## src/rtl/tick_timer_pkg.sv

```systemverilog
package tick_timer_pkg;

    typedef enum logic [1:0] {
        SEL_CTRL = 2'd0,
        SEL_LOAD = 2'd1,
        SEL_CURR = 2'd2,
        SEL_NONE = 2'd3
    } reg_sel_e;

    localparam int RUN_BIT  = 0;
    localparam int IE_BIT   = 1;
    localparam int SRC_BIT  = 2;
    localparam int FLAG_BIT = 16;

    typedef struct packed {
        logic run;
        logic ie;
        logic src;
    } ctrl_t;

endpackage

```

## src/rtl/tick_cfg_regs.sv

```systemverilog
module tick_cfg_regs
    import tick_timer_pkg::*;
#(
    parameter int CNT_W = 24
) (
    input  logic             clk,
    input  logic             rst_n,
    input  logic             wr,
    input  reg_sel_e         sel,
    input  logic [CNT_W-1:0] wdata,
    output ctrl_t            ctrl_o,
    output logic [CNT_W-1:0] reload_o,
    output logic             start_o
);

    typedef struct packed {
        ctrl_t            ctrl;
        logic [CNT_W-1:0] reload;
    } cfg_state_t;

    cfg_state_t st_d, st_q;

    always_comb begin
        st_d    = st_q;
        start_o = 1'b0;
        if (wr && sel == SEL_CTRL) begin
            st_d.ctrl.run = wdata[RUN_BIT];
            st_d.ctrl.ie  = wdata[IE_BIT];
            st_d.ctrl.src = wdata[SRC_BIT];
            start_o       = wdata[RUN_BIT] && !st_q.ctrl.run;
        end
        if (wr && sel == SEL_LOAD) begin
            st_d.reload = wdata;
        end
    end

    always_ff @(posedge clk) begin
        if (!rst_n) st_q <= '0;
        else        st_q <= st_d;
    end

    assign ctrl_o   = st_q.ctrl;
    assign reload_o = st_q.reload;

endmodule

```

## src/rtl/tick_source_mux.sv

```systemverilog
module tick_source_mux
    import tick_timer_pkg::*;
(
    input  ctrl_t ctrl,
    input  logic  cpu_tick,
    input  logic  ref_tick,
    output logic  tick_o
);

    always_comb begin
        tick_o = 1'b0;
        if (ctrl.run) begin
            tick_o = ctrl.src ? cpu_tick : ref_tick;
        end
    end

endmodule

```

## src/rtl/tick_down_core.sv

```systemverilog
module tick_down_core #(
    parameter int CNT_W = 24
) (
    input  logic             clk,
    input  logic             rst_n,
    input  logic             start,
    input  logic             clear,
    input  logic             tick,
    input  logic             ie,
    input  logic             flag_clr,
    input  logic [CNT_W-1:0] reload,
    output logic [CNT_W-1:0] count_o,
    output logic             flag_o,
    output logic             irq_o
);

    localparam logic [CNT_W-1:0] CNT_ONE  = CNT_W'(1);
    localparam logic [CNT_W-1:0] CNT_ZERO = '0;

    typedef struct packed {
        logic [CNT_W-1:0] count;
        logic             flag;
        logic             irq;
    } core_state_t;

    core_state_t st_d, st_q;
    logic        wrap_hit;

    always_comb begin
        st_d     = st_q;
        st_d.irq = 1'b0;
        wrap_hit = 1'b0;
        if (flag_clr) begin
            st_d.flag = 1'b0;
        end
        if (clear) begin
            st_d.count = CNT_ZERO;
            st_d.flag  = 1'b0;
        end else if (start) begin
            st_d.count = reload;
        end else if (tick) begin
            if (st_q.count == CNT_ZERO) begin
                st_d.count = reload;
            end else begin
                st_d.count = st_q.count - CNT_ONE;
                wrap_hit   = (st_q.count == CNT_ONE);
            end
        end
        if (wrap_hit) begin
            st_d.flag = 1'b1;
            st_d.irq  = ie;
        end
    end

    always_ff @(posedge clk) begin
        if (!rst_n) st_q <= '0;
        else        st_q <= st_d;
    end

    assign count_o = st_q.count;
    assign flag_o  = st_q.flag;
    assign irq_o   = st_q.irq;

endmodule

```

## src/rtl/tick_timer.sv

```systemverilog
module tick_timer
    import tick_timer_pkg::*;
#(
    parameter int CNT_W = 24
) (
    input  logic             clk,
    input  logic             rst_n,
    input  logic             cpu_tick,
    input  logic             ref_tick,
    input  logic             reg_wr,
    input  logic             reg_rd,
    input  logic [1:0]       reg_addr,
    input  logic [CNT_W-1:0] reg_wdata,
    output logic [CNT_W-1:0] reg_rdata,
    output logic             irq
);

    reg_sel_e         sel;
    ctrl_t            cfg_ctrl;
    logic [CNT_W-1:0] reload_w;
    logic [CNT_W-1:0] count_w;
    logic             start_w;
    logic             tick_w;
    logic             flag_w;
    logic             en_w;
    logic             cur_wr;
    logic             ctrl_rd;

    assign sel     = reg_sel_e'(reg_addr);
    assign cur_wr  = reg_wr && (sel == SEL_CURR);
    assign ctrl_rd = reg_rd && (sel == SEL_CTRL);
    assign en_w    = cfg_ctrl.run;

    tick_cfg_regs #(.CNT_W(CNT_W)) u_cfg (
        .clk      (clk),
        .rst_n    (rst_n),
        .wr       (reg_wr),
        .sel      (sel),
        .wdata    (reg_wdata),
        .ctrl_o   (cfg_ctrl),
        .reload_o (reload_w),
        .start_o  (start_w)
    );

    tick_source_mux u_mux (
        .ctrl     (cfg_ctrl),
        .cpu_tick (cpu_tick),
        .ref_tick (ref_tick),
        .tick_o   (tick_w)
    );

    tick_down_core #(.CNT_W(CNT_W)) u_core (
        .clk      (clk),
        .rst_n    (rst_n),
        .start    (start_w),
        .clear    (cur_wr),
        .tick     (tick_w),
        .ie       (cfg_ctrl.ie),
        .flag_clr (ctrl_rd),
        .reload   (reload_w),
        .count_o  (count_w),
        .flag_o   (flag_w),
        .irq_o    (irq)
    );

    always_comb begin
        reg_rdata = '0;
        unique case (sel)
            SEL_CTRL: begin
                reg_rdata[RUN_BIT]  = cfg_ctrl.run;
                reg_rdata[IE_BIT]   = cfg_ctrl.ie;
                reg_rdata[SRC_BIT]  = cfg_ctrl.src;
                reg_rdata[FLAG_BIT] = flag_w;
            end
            SEL_LOAD: reg_rdata = reload_w;
            SEL_CURR: reg_rdata = count_w;
            default:  reg_rdata = '0;
        endcase
    end

endmodule

```

## config.mk

```make
export PLATFORM = sky130hd
export DESIGN_NAME = tick_timer
export DESIGN_NICKNAME = d
export VERILOG_FILES = /design/src/rtl/tick_timer_pkg.sv /design/src/rtl/tick_cfg_regs.sv /design/src/rtl/tick_source_mux.sv /design/src/rtl/tick_down_core.sv /design/src/rtl/tick_timer.sv
export SDC_FILE = /design/constraint.sdc
export NUM_CORES = 1
export LEC_CHECK = 0
export ABC_AREA = 1
export BUFFER_PORTS_ARGS = -buffer_cell sky130_fd_sc_hd__buf_2
export CAP_MARGIN = 20
export CELL_PAD_IN_SITES_DETAIL_PLACEMENT = 0
export CELL_PAD_IN_SITES_GLOBAL_PLACEMENT = 1
export CORE_MARGIN = 5
export CORE_UTILIZATION = 35
export DETAILED_ROUTE_END_ITERATION = 8
export PLACE_DENSITY_LB_ADDON = 0.1
export REMOVE_ABC_BUFFERS = 1
export SYNTH_ARGS = -nofsm -noshare
export SYNTH_HDL_FRONTEND = slang
export SYNTH_SLANG_ARGS = --single-unit
```

## constraint.sdc

```tcl
create_clock -name clk -period 1.5 [get_ports clk]
set_input_delay 0.15 -clock clk [delete_from_list [all_inputs] [get_ports clk]]
set_output_delay 0.15 -clock clk [all_outputs]
set_load 0.005 [all_outputs]
```

==> flow_summary.yaml <==
layout:
  nets: 720
  multi_input_area_um2: 2140
  diodes: 0
  seq_area_um2: 1090
  drive_above_1_share: 0.333
  area_growth_pct: 43.1
  nFillCells: 996
routing:
  routed_wirelength_um: 10900
  first_pass_iters: 4
  drc: 0
  wire_per_inst_um: 13.5
  vias_per_cell: 4.80
  drt_iter0_markers: 159
  num_vias: 3892
  postRouteAntennaNets: 0
clocking:
  cts_buffers: 5
  cts_root_buffer: "clkbuf_8"
  worstSkewPairLatency_ns: 0.31
  cts_tree: "done"
  cts.reportedPaths.clkPinSlew_ns: 0.10
  cts_max_path_buffers: 2
  clkSinkCount: 53
  hold_buffers: 0
  cts_max_level: 2
worst_hold_path:
  hold_path_class: "in2reg"
  whs_path_depth: 3
  hold_start: "reg_wdata[1]"
  holdPathEnd: "u_cfg.ctrl_o[1]"
power:
  p_leak_nw: 2.27
  p_per_area_nw_per_um2: 1110
  ir_drop_mv: 0.578
  power_w: 0.00533
critical_path:
  slowest_stage: "dfxtp_4"
  crit_path_max_incr_delay_ns: 0.37
  cp_cell_sequence: "inv_4 > ha_4 > nand2_2 > nor2_4 > nand3_4 > nand2_8 > buf_6 > nand2_2 > nand2_1 > nor2_1 > nor2_1 > nor2_1"
  endpoint_kind: "register"
  r2r-end: "u_core.count_o[16]"
  reg2reg_slack_ns: -0.03
  critical_path_class: "reg2reg"
  arrival_ns: 1.71
  r2r-start: "u_core.count_o[1]"
  reg2reg_depth: 12
  start_kind: "register"
  cp_max_fo: 7
  cp.required_ns: 1.68
  crit_path_frequent_cell: "nor2_1"
logic_synthesis:
  synth_top_area_share: 0.316
  ys_warn_count: 0
  yosys.area.top_type: "dfxtp_1"
  ys_seq_area_frac: 0.316
  synth_area_leaders: "dfxtp_1 (32%), nand2_1 (18%), a21oi_1 (11%), inv_1 (7.2%), nor2_1 (6.3%)"
  netlist-cell-type-count: 26
  ys_seq_elements: 53
  postSynthAreaPerCell_um2: 6.05
  syn_inst: 554
  netlist_area_um2: 3350
global_route:
  globalRouteOverflowTotal: 0
  grt_pass1_vias: 3752
  grt_max_degree: 48
  grt_pass1_wl_um: 18300
  grt_usage: 0.194
  grt_antenna_before_repair: 0
timing:
  grt_setup_unrepaired: "true"
  finalHoldViolCount: 0
  drv_slew: 0
  max-slew-margin-rel: 0.733
  max_freq_mhz: 655
  worst_slew_pin_slew_ns: 0.401
  fin_ws_ns: -0.0262
  finalSetupViolCount: 3
  clock-skew-final_ns: 0.0131
  min_period_ns: 1.53
  fin_crit_sh: 1.02
place:
  globalplace.congestion: 0.879
  port_buffers: 56
  pre_cts_ws_ns: -0.107
  hpwl_um: 7970
floorplan:
  die_area_um2: 11600
  rows: 35
  core_um2: 9280
  initial_core_util: 0.361
  die_x_um: 108
  io_pins: 57
  die_h_um: 108
run_status:
  violations: "negative setup slack"
  status: "finished with violations"
flow_run:
  cap_violations: 0
-- cell type report --
type                       instances  share of cell area
clock inverter                     1             0.00626
timing repair buffer             144               0.212
tap                              129              0.0336
inverter                          68              0.0553
clock buffer                       7              0.0180
multi-input combinational        409               0.447
sequential                        53               0.228
-- cells by family (layout without fill, tap and decap cells) --
family / Yosys count / after routing / share of synthesized area
AND/OR/NAND/NOR: 284 / 285 / 0.366
AO/OA/AOI/OAI: 114 / 114 / 0.170
XOR/XNOR: 3 / 3 / 0.00784
flip-flops: 53 / 53 / 0.316
adder cells (fa/ha/maj): 7 / 7 / 0.0261
buffers and inverters: 93 / 220 / 0.114
-- synth_stat cells --
master,count
nand4_1,9
inv_2,3
nand3_4,1
nor2_2,7
buf_6,3
buf_2,6
nand2_4,1
nand3_1,38
nand2_1,159
inv_1,64
xor2_1,3
nor2_1,56
buf_1,1
nand2_2,5
a21oi_1,74
o21ai_1,1
nor3_1,1
clkbuf_1,15
ha_1,7
nand3_2,1
inv_4,1
o21ai_0,39
dfxtp_1,53
nor2_4,3
nand3b_1,1
nor4_1,2
-- metal layers --
| layer | share of wire | vias up | global-route usage | routed length, µm |
|---|---|---|---|---|
| met2 | 0.47 | 73 | 0.321 | 5180 |
| met4 | 0.010 | 0 | 0.0406 | 114 |
| met1 | 0.48 | 1789 | 0.270 | 5220 |
| li1 | - | 2020 | - | - |
| met5 | 0 | - | 0 | 0 |
| met3 | 0.038 | 10 | 0.0210 | 411 |
-- worst max-delay path by stage --
stage	startpoint	end
floorplan	reg_addr[1]	u_cfg.reload_o[10]
global placement	u_core.count_o[1]	u_core.count_o[14]
detailed placement	u_core.count_o[6]	u_core.count_o[14]
CTS	u_core.count_o[8]	u_core.count_o[16]
global route	u_core.count_o[4]	u_core.count_o[15]
finish	u_core.count_o[1]	u_core.count_o[16]
-- placed cells by master, fill, tap and decap left out, drive strengths merged, types with 3 or more instances in the layout --
cell / n
nand4: 9
a21oi: 74
xor2: 3
dfxtp: 53
nand2: 165
o21ai: 40
nor2: 67
buf: 144
ha: 7
clkbuf: 7
nand3: 40
inv: 68
-- sequential cells by signal, indices dropped and copies added (netlist names) --
register	flops
u_core.count_o	24
u_core.irq_o	1
u_cfg.ctrl_o	3
u_core.flag_o	1
u_cfg.reload_o	24
-- power breakdown --
part	leakage (nW)	total, W	internal, W	switching (W)
Combinational	1.77	0.00272	0.00121	0.00151
Clock	0.0585	0.00105	0.000546	0.000508
Sequential	0.440	0.00156	0.00149	0.0000686
Total	2.27	0.00533	0.00325	0.00209
-- metrics by stage --
step | area [µm²] | setup TNS (ns) | hold WS [ns] | util | std cells
floorplan | 3230 | -11.46 | 0.276 | - | 529
finish | 4800 | -0.0671 | 0.104 | 0.517 | 811
detailed placement | 4310 | -0.874 | 0.430 | 0.465 | 793
CTS | 4610 | -0.0181 | 0.0828 | 0.497 | 808
global route | 4800 | -1.12 | 0.114 | 0.517 | 811
global placement | 4310 | -0.595 | 0.413 | 0.465 | 793
-- what timing repair did --
action | 4_1_cts | 5_1_grt
setup buffers | 7 | 4
pin swaps | 17 | 15
gates resized for setup | 42 | 50
endpoints found under the setup margin | 25 | 25
cloned | 1 | 0
-- worst max-delay path, delay by kind of cell (launching register included) --
| family | cells | cell delay [ns] |
|---|---|---|
| fa+ha+maj | 1 | 0.12 |
| buf+inv | 2 | 0.22 |
| flops | 1 | 0.37 |
| simple gates | 9 | 0.69 |
No activity file was read; power rests on OpenSTA's default activity.
